## src/rtl/stepper_supervisor.sv

```systemverilog
`timescale 1ns/1ps
module stepper_supervisor #(
  parameter int ADDR_W         = 2,
  parameter int N_OVC          = 4,
  parameter int N_COIL         = 2,
  parameter int CLR_MIN        = 8,
  parameter int STARTUP_CYCLES = 64
) (
  input  logic              clk,
  input  logic              rst_n,
  input  logic              clr_i,
  input  logic              spi_sel_i,
  input  logic              reg_wr_i,
  input  logic [ADDR_W-1:0] reg_addr_i,
  input  logic [7:0]        reg_wdata_i,
  output logic [7:0]        reg_rdata_o,
  input  logic              therm_warn_i,
  input  logic              therm_shut_i,
  input  logic [N_OVC-1:0]  ovc_x_i,
  input  logic [N_OVC-1:0]  ovc_y_i,
  input  logic [N_COIL-1:0] open_coil_i,
  input  logic              cp_ready_i,
  input  logic              step_i,
  input  logic              dir_i,
  output logic              step_o,
  output logic              dir_o,
  output logic              err_pd_o,
  output logic              drv_hiz_o,
  output logic              analog_en_o,
  output logic              cp_en_o,
  output logic              clk_en_o,
  output logic              wake_ready_o
);
  localparam int CLR_W  = $clog2(CLR_MIN + 1);
  localparam int WAKE_W = $clog2(STARTUP_CYCLES + 1);
  localparam logic [CLR_W-1:0]  CLR_TOP  = CLR_W'(CLR_MIN - 1);
  localparam logic [WAKE_W-1:0] WAKE_TOP = WAKE_W'(STARTUP_CYCLES);

  logic [7:0]        ctrl1_q, ctrl2_q;
  logic              cp_fail_q, dir_hold_q;
  logic [CLR_W-1:0]  clr_cnt_q;
  logic [WAKE_W-1:0] wake_cnt_q;

  wire sleep_q  = ctrl2_q[0];
  wire hard_clr = clr_i && (clr_cnt_q == CLR_TOP);
  wire any_ovc  = |{ovc_x_i, ovc_y_i};
  wire any_open = |open_coil_i;
  wire [7:0] status = {3'b000, any_open, any_ovc, therm_shut_i, therm_warn_i, cp_fail_q};
  wire wr1 = reg_wr_i && (reg_addr_i == ADDR_W'(1));
  wire wr2 = reg_wr_i && (reg_addr_i == ADDR_W'(2));

  always_ff @(posedge clk or negedge rst_n) begin
    if (!rst_n)          clr_cnt_q <= '0;
    else if (!clr_i)     clr_cnt_q <= '0;
    else if (!hard_clr)  clr_cnt_q <= clr_cnt_q + 1'b1;
  end

  always_ff @(posedge clk or negedge rst_n) begin
    if (!rst_n) begin
      ctrl1_q    <= '0;
      ctrl2_q    <= '0;
      cp_fail_q  <= 1'b1;
      dir_hold_q <= 1'b0;
      wake_cnt_q <= '0;
    end else if (hard_clr) begin
      ctrl1_q    <= '0;
      ctrl2_q    <= '0;
      cp_fail_q  <= 1'b1;
      dir_hold_q <= 1'b0;
      wake_cnt_q <= '0;
    end else begin
      cp_fail_q <= !cp_ready_i;
      if (!sleep_q) dir_hold_q <= dir_i;
      if (wr1) ctrl1_q <= reg_wdata_i;
      if (wr2) ctrl2_q <= reg_wdata_i;
      if (wr2 && sleep_q && !reg_wdata_i[0]) wake_cnt_q <= WAKE_TOP;
      else if (wake_cnt_q != '0)             wake_cnt_q <= wake_cnt_q - 1'b1;
    end
  end

  always_comb begin
    case (reg_addr_i)
      ADDR_W'(0): reg_rdata_o = status;
      ADDR_W'(1): reg_rdata_o = ctrl1_q;
      ADDR_W'(2): reg_rdata_o = ctrl2_q;
      default:    reg_rdata_o = 8'h00;
    endcase
  end

  assign err_pd_o     = therm_warn_i | therm_shut_i | any_ovc | any_open | cp_fail_q;
  assign wake_ready_o = (wake_cnt_q == '0);
  assign step_o       = step_i & !sleep_q & wake_ready_o;
  assign dir_o        = sleep_q ? dir_hold_q : dir_i;
  assign drv_hiz_o    = sleep_q;
  assign analog_en_o  = !sleep_q;
  assign cp_en_o      = !sleep_q | clr_i;
  assign clk_en_o     = !sleep_q | spi_sel_i;

  assert_fault_err_R1: assert property (@(posedge clk) disable iff (!rst_n)
    (therm_shut_i || any_ovc || any_open) |-> err_pd_o);
  assert_cp_fail_R3: assert property (@(posedge clk) disable iff (!rst_n)
    (!cp_ready_i && !hard_clr) |=> (err_pd_o && reg_rdata_o[0] == 1'b1) || reg_addr_i != '0 || err_pd_o);
  assert_wr1_R4: assert property (@(posedge clk) disable iff (!rst_n)
    (wr1 && !clr_i) |=> ctrl1_q == $past(reg_wdata_i));
  assert_sleep_gate_R6: assert property (@(posedge clk) disable iff (!rst_n)
    drv_hiz_o |-> !step_o);
  assert_clk_gate_R7: assert property (@(posedge clk) disable iff (!rst_n)
    (drv_hiz_o && !spi_sel_i) |-> !clk_en_o);
  assert_wake_block_R8: assert property (@(posedge clk) disable iff (!rst_n)
    ($fell(sleep_q) && !$past(clr_i)) |-> !wake_ready_o);
  assert_clear_R9: assert property (@(posedge clk) disable iff (!rst_n)
    hard_clr |=> (ctrl1_q == 8'h00) && !drv_hiz_o && wake_ready_o);
  assert_cp_on_clear_R10: assert property (@(posedge clk) disable iff (!rst_n)
    clr_i |-> cp_en_o);
endmodule

```

## config.mk

```make
export PLATFORM = sky130hd
export DESIGN_NAME = stepper_supervisor
export DESIGN_NICKNAME = d
export VERILOG_FILES = /design/src/rtl/stepper_supervisor.sv
export SDC_FILE = /design/constraint.sdc
export NUM_CORES = 1
export LEC_CHECK = 0
export BUFFER_PORTS_ARGS = -buffer_cell sky130_fd_sc_hd__buf_4
export CORE_MARGIN = 2
export CORE_UTILIZATION = 45
export DETAILED_ROUTE_END_ITERATION = 10
export PLACE_DENSITY = 0.85
export SLEW_MARGIN = 20
export SYNTH_ARGS = -nofsm -noshare
export SYNTH_HDL_FRONTEND = slang
export SYNTH_SLANG_ARGS = --single-unit
```

## constraint.sdc

```tcl
create_clock -name clk -period 2 [get_ports clk]
set_input_delay 0.4 -clock clk [delete_from_list [all_inputs] [get_ports clk]]
set_output_delay 0.4 -clock clk [all_outputs]
set_load 0.005 [all_outputs]
```

## Yosys cells after proc, flatten, opt, wreduce, memory -nomap -nowiden

Cells that the tools add are included.
W data, S select, Z words.

| word-level totals | value |
|---|---|
| bits in registers | 29 |
| latch bits | 0 |
| memory bits (writable) | 0 |
| bits in read-only memories | 0 |
| logic and storage cells | 49 |
| memories kept | 0 |

| cells by class | value |
|---|---|
| add/subtract/negate cells | 2 |
| $mul | 0 |
| div/mod/pow operators | 0 |
| order comparisons | 0 |
| eq/ne operators | 4 |
| shift operators | 0 |
| multiplexer cells | 13 |
| bitwise logic cells | 8 |
| reduce and logical (&&, ||, !) cells | 16 |

Operator list:

| operator | number |
|---|---|
| $mux W8 | 4 |
| $pmux W8 S3 | 1 |
| $mux W7 | 3 |
| $mux W4 | 2 |
| $reduce_or A8 Y1 | 1 |
| $logic_not A7 Y1 | 1 |
| $reduce_bool A7 Y1 | 1 |
| $sub A7 B1 Y7 const B | 1 |
| $or A1 B1 Y1 | 6 |
| $logic_and A1 B1 Y1 | 5 |
| $add A4 B1 Y4 const B | 1 |
| $eq A4 B3 Y1 const B | 1 |
| $reduce_bool A2 Y1 | 2 |
| $logic_not A1 Y1 | 3 |
| $mux W1 | 3 |
| $reduce_bool A3 Y1 | 1 |
| $and A1 B1 Y1 | 2 |
| $eq A2 B1 Y1 const B | 1 |
| $eq A2 B2 Y1 const B | 1 |
| $logic_not A2 Y1 | 1 |
| $ne A2 B2 Y1 const B | 1 |
| $reduce_or A2 Y1 | 1 |

## Depth between registers and ports, before layout

Gate-level depths: netlist of run 1.

| logic depth | value |
|---|---|
| word-level depth | 6 |
| mapped depth | 7 |

## Worst setup path after synthesis of run 1

No wires, ideal clock.

| timing path | value |
|---|---|
| path kind | register to output |
| start | register wake_cnt_q[0] |
| end | output port step_o |
| arrival time | 1.663 ns |
| required time | 1.600 ns |
| slack | -0.063 ns |
| cell stages (with the launch flop) | 7 |
| path through | dfrtp_1 > inv_1 > ha_1 > or4b_4 > or3_4 > clkinv_4 > and3_2 |

| between the ends | value |
|---|---|
| cells in the longest elaborated chain, start to end | 2 |

RTL lines:

| item | RTL line | RTL |
|---|---|---|
| from (decl) | 42 | `logic [WAKE_W-1:0] wake_cnt_q;` |
| from (signal assigned) | 77 | `else if (wake_cnt_q != '0) wake_cnt_q <= wake_cnt_q - 1'b1;` |
| $logic_not A7 Y1 | 91 | `assign wake_ready_o = (wake_cnt_q == '0);` |
| via wake_ready_o | 32 | `output logic wake_ready_o` |
| $and A1 B1 Y1 | 92 | `assign step_o = step_i & !sleep_q & wake_ready_o;` |
| to (decl) | 25 | `output logic step_o,` |

The timed path passes the listed nets, and every way through them passes these cells.

## Worst setup path after layout of run 1

| timing path | value |
|---|---|
| start | register wake_cnt_q[0] |
| end | output port step_o |

| between the ends | value |
|---|---|
| cells in the longest elaborated chain, start to end | 2 |

RTL lines:

| item | RTL line |
|---|---|
| $logic_not A7 Y1 | 91 |
| $and A1 B1 Y1 | 92 |

No other way between the ends.

==> results_dict.tcl, run 1 <==
set metrics [dict create \
    cts_tree "done" \
    grt_max_degree 30 \
    io_pins 46 \
    route.detailed.drc 0 \
    cp-end-kind "primary output" \
    htreeDepth 2 \
    cap_violations 0 \
    cts_root_buf "clkbuf_4" \
    ys_ff_latch 29 \
    slew_viol_final 0 \
    cts_made_buffers 5 \
    fin_cells 266 \
    fillCellCount 274 \
    p_per_area_nw_per_um2 905 \
    initial_utilization_pct 47.8 \
    grt_pass1_vias 1357 \
    grt_pass1_wl_mm 5.75 \
    wl_per_cell_um 13.0 \
    layout_common_cells "buf_4, nand2_1, dfrtp_1" \
    netlist_area_um2 1470 \
    viasPerCell 5.33 \
    final_common_cell "buf_4" \
    die_w_um 61.2 \
    clk_latency_ns 0.32 \
    port_buffers 45 \
    setup_ws_ns -0.436 \
    grt_usage_pct 21.4 \
    syn2layout_area_growth_pct 37.7 \
    ys_types 31 \
    clkTransAtPathRegs_ns 0.08 \
    nNetsFinal 253 \
    min_period_ns 2.44 \
    ir_drop_uv 533 \
    fmax_mhz 411 \
    rsz0062_at_grt "yes" \
    place_hpwl_mm 2.41 \
    synth_fp_nets 196 \
    grt_overflow 0 \
    avgSynthCellArea_um2 8.98 \
    clockBufferDepth 2 \
    wl_mm 3.47 \
    placed_cells 253 \
    syn-instance-count 164 \
    drtIter0Drc 73 \
    row_count 20 \
    tightest_slew_ns 0.368 \
    core_um2 3080 \
    gp_congestion 0.837 \
    crit_arrival_ns 2.04 \
    path_max_fanout 2 \
    dr.pass1.iters 4 \
    drtAntennaViolNets 0 \
    skew_ns 0.00855 \
    antenna_cells 0 \
    via_count 1417 \
    min_period_over_period_pct 122 \
    critPathKind "flip-flop to primary output" \
    cp_data_required_time_ns 1.60 \
    yosysSeqAreaShare_pct 49.4 \
    ys_warn_count 0 \
    maxSlewHeadroom_pct 75.4 \
    startpoint_type "flip-flop" \
    die-area_um2 3750 \
    hold_viol 0 \
    drive_above_1_share_pct 34.2 \
    leakagePower_nw 0.952 \
    outcome "complete, but fails checks" \
    numClockSinks 29 \
    hold_path_class "input port to flip-flop" \
    setup_viol 3 \
    antenna_found_initial 0 \
    tns_ns -0.937 \
    violations "setup timing" \
    die_h_um 61.2 \
]
==> cells in the mapped netlist <==
master     n  area (um2)
dfrtp_1   28         701
nand2_1   28         105
a21oi_1   19        95.1
nand3_1   17        85.1
o21ai_0   12        60.1
clkbuf_1   8        30.0
nand2b_1   8        50.1
mux2i_1    5        50.1
nor2b_1    5        31.3
inv_1      4        15.0
a22o_1     3        26.3
nor3_1     3        15.0
ha_1       2        25.0
nor2_1     2        7.51
nor4_1     2        12.5
or3_1      2        12.5
xnor2_1    2        17.5
a211oi_1   1        7.51
a31oi_1    1        6.26
and3_2     1        7.51
and4b_1    1        10.0
buf_2      1        5.00
clkinv_4   1        8.76
dfstp_2    1        26.3
nand4b_1   1        8.76
nor2_2     1        6.26
o31ai_1    1        7.51
or3_2      1        7.51
or3_4      1        11.3
or4_1      1        7.51
or4b_4     1        13.8
==> final cells by class <==
| cell class | count | area [um2] | share of cell area, % |
|---|---|---|---|
| clock buffers | 8 | 58.8 | 2.90 |
| inverters | 5 | 23.8 | 1.17 |
| multi-input cells | 121 | 711 | 35.0 |
| flip-flops and latches | 29 | 727 | 35.8 |
| well taps | 44 | 55.1 | 2.71 |
| repair buffers | 59 | 453 | 22.3 |
==> worst paths after layout <==
kind | cells past startpoint | start | slack, ns | to
setup reg to reg | 8 | wake_cnt_q[0] | -0.08 | wake_cnt_q[1]
min in group asynchronous | 2 | rst_n | 0.52 | ctrl1_q[1]
setup / recovery | 7 | wake_cnt_q[0] | -0.44 | step_o
max in group asynchronous | 2 | rst_n | 1.16 | cp_fail_q
hold reg to reg | 1 | clr_cnt_q[2] | 0.50 | clr_cnt_q[2]
hold / removal | 2 | cp_ready_i | 0.20 | cp_fail_q
==> flip-flops by register name, summed over array words and instances, names as in the netlist <==
name and count:
ctrl1_q 8, ctrl2_q 8, wake_cnt_q 7, clr_cnt_q 4, cp_fail_q 1, dir_hold_q 1
==> kinds of logic (layout without fill, tap and decap cells) <==
| logic type | after synthesis | in the layout | synth area share [%] |
|---|---|---|---|
| flip-flops | 29 | 29 | 49.4 |
| multiplexers | 5 | 5 | 3.40 |
| AND/OR/NAND/NOR | 75 | 75 | 26.6 |
| adder cells (fa/ha/maj) | 2 | 2 | 1.70 |
| AO/OA/AOI/OAI | 37 | 37 | 13.8 |
| buffers and inverters | 14 | 72 | 3.99 |
| XOR/XNOR | 2 | 2 | 1.19 |
==> per-stage QoR <==
| stage | power (mW) | setup WS (ns) | area, um2 | hold slack [ns] | utilization [%] |
|---|---|---|---|---|---|
| floorplan | 1.12 | -0.0633 | 1470 | 0.104 | - |
| CTS | 1.82 | -0.486 | 2010 | 0.198 | 65.3 |
| global placement | 1.35 | -0.107 | 1900 | 0.341 | 61.7 |
| global route | 1.96 | -0.524 | 2030 | 0.202 | 65.9 |
| detailed placement | 1.38 | -0.140 | 1900 | 0.340 | 61.7 |
| finish | 1.84 | -0.436 | 2030 | 0.205 | 65.9 |
==> routing by layer <==
metal  routed length, um  vias to the layer above  GRT usage [%]
met5                   0                        -              0
li1                    -                      686              -
met1                1490                      673           26.0
met3                 197                       10           5.25
met2                1690                       48           34.5
met4                  89                        0           12.4
==> power breakdown <==
group / leakage (nW) / switching [mW] / internal, mW
Sequential: 0.360 / 0.0953 / 0.723
Combinational: 0.559 / 0.275 / 0.379
Clock: 0.0326 / 0.191 / 0.173
Total: 0.952 / 0.561 / 1.28
==> critical path, cell delays in order, from the launching register on <==
cell and delay, ns:
dfrtp_1 0.39, inv_2 0.08, ha_4 0.13, or4b_4 0.45, or3_4 0.37, clkinv_4 0.05, and3_4 0.17, buf_6 0.08
==> timing repair <==
| action | 4_1_cts | 5_1_grt |
|---|---|---|
| resized for setup | 8 | 2 |
| buffers inserted | 2 | 2 |
| hold buffers | 1 | 0 |
| hold endpoints to repair | 28 | 0 |
| setup endpoints to repair | 3 | 8 |
| pin swaps | 6 | 4 |
| gates cloned | 0 | 0 |
Power figures use the tool's default switching activity.
==> inputs of run 2 (changes only) <==
--- a/config.mk
+++ b/config.mk
@@ -14,3 +14,4 @@
 export SYNTH_ARGS = -nofsm -noshare
 export SYNTH_HDL_FRONTEND = slang
 export SYNTH_SLANG_ARGS = --single-unit
+export TNS_END_PERCENT = 5
==> results_dict.tcl, run 2 (synthesis results as in run 1) <==
set metrics [dict create \
    slowest_stage "or4b_4" \
    ir_drop_uv 531 \
    p_per_area_nw_per_um2 908 \
    drtIter0Drc 51 \
    cap_violations 0 \
    slew_viol_final 0 \
    leakagePower_nw 0.946 \
    setup_ws_ns -0.432 \
    port_buffers 45 \
    cp_data_required_time_ns 1.60 \
    wl_per_cell_um 13.0 \
    final_common_cell "buf_4" \
    die_h_um 61.2 \
    post-place-ws_ns -0.140 \
    nNetsFinal 252 \
    syn2layout_area_growth_pct 37.0 \
    row_count 20 \
    skew_ns 0.00800 \
    ff2ff_setup_slack_ns 0.05 \
    crit_family "simple AND/OR/NAND/NOR gates" \
    antenna_cells 0 \
    viasPerCell 5.25 \
    totalPowerFinal_mw 1.83 \
    die_w_um 61.2 \
    layout_common_cells "buf_4, nand2_1, dfrtp_1" \
    wl_mm 3.46 \
    setup_viol 3 \
    top_layer "met4" \
    min_period_over_period_pct 122 \
    clockBufferDepth 2 \
    min_period_ns 2.43 \
    grt_overflow 0 \
    antenna_found_initial 0 \
    cts_root_buf "clkbuf_4" \
    crit_arrival_ns 2.03 \
    startpoint_type "flip-flop" \
    critPathKind "flip-flop to primary output" \
    top_regs "ctrl1_q: 8 flops, ctrl2_q: 8 flops, wake_cnt_q: 7 flops" \
    clkTransAtPathRegs_ns 0.08 \
    tightest_slew_ns 0.369 \
    route.detailed.drc 0 \
    hold_viol 0 \
    rsz0062_at_grt "yes" \
    cp-end-kind "primary output" \
    cts_made_buffers 5 \
    grt_usage_pct 21.4 \
    met1Wirelength_mm 1.50 \
    via_count 1390 \
    hold_path_class "input port to flip-flop" \
    io_pins 46 \
    place_hpwl_mm 2.41 \
    maxSlewHeadroom_pct 75.4 \
    cts_tree "done" \
    drive_above_1_share_pct 33.9 \
    drtAntennaViolNets 0 \
    grt_pass1_wl_mm 5.75 \
    clk_latency_ns 0.32 \
    grt_pass1_vias 1356 \
    gp_congestion 0.837 \
    core_um2 3080 \
    critPathMaxStageDelay_ns 0.45 \
    path_cells "inv_2 -> ha_4 -> or4b_4 -> or3_4 -> clkinv_4 -> and3_4 -> buf_6" \
    violations "setup timing" \
    crit_buf_inv 3 \
    htreeDepth 2 \
    grt_max_degree 30 \
    numClockSinks 29 \
    initial_utilization_pct 47.8 \
    routed-wl-met3_um 183 \
    fmax_mhz 411 \
    wl_met2_mm 1.70 \
    die-area_um2 3750 \
    outcome "complete, but fails checks" \
    dr.pass1.iters 4 \
    path_max_fanout 2 \
]
==> run 2: cell count changes in the layout (fill, tap and decap cells not counted) <==
cell	previous run	this run
buf_6	2	1
==> run 2: worst register-to-register path, cell delays in order (launching register included) <==
cell,delay [ns]
dfrtp_1,0.39
inv_2,0.08
ha_4,0.13
or4b_4,0.45
or3_4,0.37
buf_4,0.15
buf_4,0.13
nor2_2,0.09
a211oi_2,0.04
==> run 2: through the flow <==
step                      hold slack [ns]  cell area, um2  instances  util (%)  setup TNS [ns]
after floorplan                     0.104            1470        164         -         -0.0633
after global routing                0.202            2020        265      65.5           -1.15
after detailed placement            0.340            1900        253      61.7          -0.255
after CTS                           0.198            2010        264      65.3          -0.995
final                               0.207            2020        265      65.5          -0.874
after global placement              0.341            1900        253      61.7          -0.187
==> run 2: timing repair <==
action	CTS	global route
endpoints found under the hold margin	28	0
cloned	0	0
hold buffers	1	0
buffers inserted	2	1
resized for setup	8	1
setup endpoints to repair	3	8
pin swaps	4	2
==> run 2: path summary, 6_finish.rpt <==
path	start	end	cells past startpoint
worst max register to register	wake_cnt_q[0]	wake_cnt_q[1]	8
min in group asynchronous	rst_n	ctrl1_q[1]	2
worst min-delay path	cp_ready_i	cp_fail_q	2
max in group asynchronous	rst_n	cp_fail_q	2
worst max-delay path	wake_cnt_q[0]	step_o	7
worst min register to register	clr_cnt_q[2]	clr_cnt_q[2]	1
==> run 2: routing by layer <==
layer / global-route usage (%) / up-vias
met4: 12.4 / 0
met5: 0 / -
met1: 26.0 / 657
met3: 5.25 / 8
li1: - / 683
met2: 34.5 / 42
==> run 2: area by class of cell <==
cell class,instances,area [um2]
multi-input cells,121,711
fillers,276,1060
flip-flops and latches,29,727
well taps,44,55.1
repair buffers,58,442
clock buffers,8,58.8
inverters,5,23.8
==> run 2: report_power, final <==
group	switching (mW)	internal, mW	leakage (nW)
combinational	0.274	0.376	0.553
sequential	0.0957	0.723	0.360
clock	0.189	0.173	0.0326
total	0.559	1.27	0.946
==> inputs of run 3 (changes only) <==
==> constraint.sdc (replaced) <==
create_clock -name clk -period 2 [get_ports clk]
set_input_delay 0.4 -clock clk [delete_from_list [all_inputs] [get_ports clk]]
set_output_delay 0.4 -clock clk [all_outputs]
set_load 0.02 [all_outputs]
==> results_dict.tcl, run 3 (synthesis results as in run 1) <==
set metrics [dict create \
    outcome "complete, but fails checks" \
    violations "setup timing" \
    nNetsFinal 256 \
    drtIter0Drc 63 \
    startpoint "wake_cnt_q[0]" \
    hold_viol 0 \
    ff2ff_setup_slack_ns 0.03 \
    rsz0062_at_grt "yes" \
    top_regs "ctrl1_q: 8 flops, ctrl2_q: 8 flops, wake_cnt_q: 7 flops" \
    leakagePower_nw 0.980 \
    drive_above_1_share_pct 35.1 \
    cp-end-kind "primary output" \
    fin_hold_ws_ns 0.215 \
    critPathKind "flip-flop to primary output" \
    fmax_mhz 400 \
    clockBufferDepth 2 \
    die_w_um 61.2 \
    wl_per_cell_um 13.2 \
    path_max_fanout 2 \
    antenna_cells 0 \
    finish.utilization_pct 67.3 \
    holdPathStages 2 \
    die-area_um2 3750 \
    crit_end "step_o" \
    tightest_slew_ns 0.358 \
    initial_utilization_pct 47.8 \
    core_um2 3080 \
    grt_usage_pct 21.9 \
    cap_violations 0 \
    htreeDepth 2 \
    die_h_um 61.2 \
    gp_congestion 0.845 \
    clk_latency_ns 0.32 \
    setup_ws_ns -0.497 \
    row_count 20 \
    grt_max_degree 30 \
    totalPowerFinal_mw 1.97 \
    cts_made_buffers 5 \
    place_hpwl_mm 2.50 \
    route.detailed.drc 0 \
    slew_viol_final 0 \
    reg2reg_depth 8 \
    dr.pass1.iters 4 \
    layout_common_cells "buf_4, nand2_1, dfrtp_1" \
    numClockSinks 29 \
    syn2layout_area_growth_pct 40.6 \
    wl_mm 3.56 \
    skew_ns 0.00714 \
    min_period_over_period_pct 125 \
    port_buffers 45 \
    maxSlewHeadroom_pct 76.1 \
    crit_arrival_ns 2.10 \
    hold_path_class "input port to flip-flop" \
    viasPerCell 5.27 \
    min_period_ns 2.50 \
    cp_data_required_time_ns 1.60 \
    grt_pass1_wl_mm 5.88 \
    via_count 1417 \
    antenna_found_initial 0 \
    setup_viol 3 \
    final_common_cell "buf_4" \
    ir_drop_uv 532 \
    grt_pass1_vias 1353 \
    cts_tree "done" \
    cts_root_buf "clkbuf_4" \
    io_pins 46 \
    drtAntennaViolNets 0 \
    tns_ns -1.01 \
    startpoint_type "flip-flop" \
    r2r-start "wake_cnt_q[0]" \
    worst_r2r_endpoint "wake_cnt_q[4]" \
    grt_overflow 0 \
    p_per_area_nw_per_um2 952 \
    clkTransAtPathRegs_ns 0.09 \
]
## run 3: cell types whose count changed in the layout (fill, tap and decap cells not counted)
cell,previous run,this run
a211oi_1,0,1
a211oi_2,1,0
buf_12,0,1
buf_4,56,57
buf_6,1,3
clkbuf_1,2,0
clkbuf_8,1,2
clkinv_2,0,1
nor2_1,1,2
nor2_2,2,1
## run 3: worst max-delay path: stages, from the launching register on
cell	delay [ns]
dfrtp_1	0.40
inv_2	0.09
ha_4	0.13
or4b_4	0.46
or3_4	0.36
clkinv_4	0.05
and3_4	0.17
buf_6	0.11
## run 3: worst min-delay path by stage
stage,from,end,slack (ns)
after floorplan,rst_n,clr_cnt_q[0],0.10
after global placement,rst_n,ctrl1_q[6],0.34
after detailed placement,rst_n,ctrl1_q[6],0.34
after CTS,cp_ready_i,cp_fail_q,0.21
after global routing,cp_ready_i,cp_fail_q,0.19
final,cp_ready_i,cp_fail_q,0.22
## run 3: what timing repair did
action / CTS / global route
pin swaps: 2 / 2
hold buffers: 1 / 0
gates resized for setup: 7 / 1
endpoints found under the hold margin: 28 / 0
setup endpoints to repair: 4 / 7
buffers inserted: 4 / 2
## run 3: cell type report
type / instances / area (um2)
Inverter: 5 / 23.8
Clock inverter: 1 / 5.00
Sequential cell: 29 / 727
Clock buffer: 7 / 65.1
Timing Repair Buffer: 62 / 492
Multi-Input combinational cell: 121 / 703
Tap cell: 44 / 55.1
Fill cell: 259 / 1010
## run 3: metal layers
layer	share of wire, %	GRT usage (%)
met5	0	0
met2	50	36.0
met1	42	27.5
met3	6.9	5.88
met4	1.2	9.01
## run 3: where the power goes
group	total (mW)	switching [mW]	internal, mW
sequential	0.811	0.0882	0.723
combinational	0.761	0.341	0.421
clock	0.400	0.196	0.204
## run 3: stage by stage
step	setup slack [ns]	std cells	area [um2]
floorplan	-0.126	164	1480
global placement	-0.135	254	1920
detailed placement	-0.185	254	1920
CTS	-0.505	267	2060
global route	-0.566	269	2070
finish	-0.497	269	2070
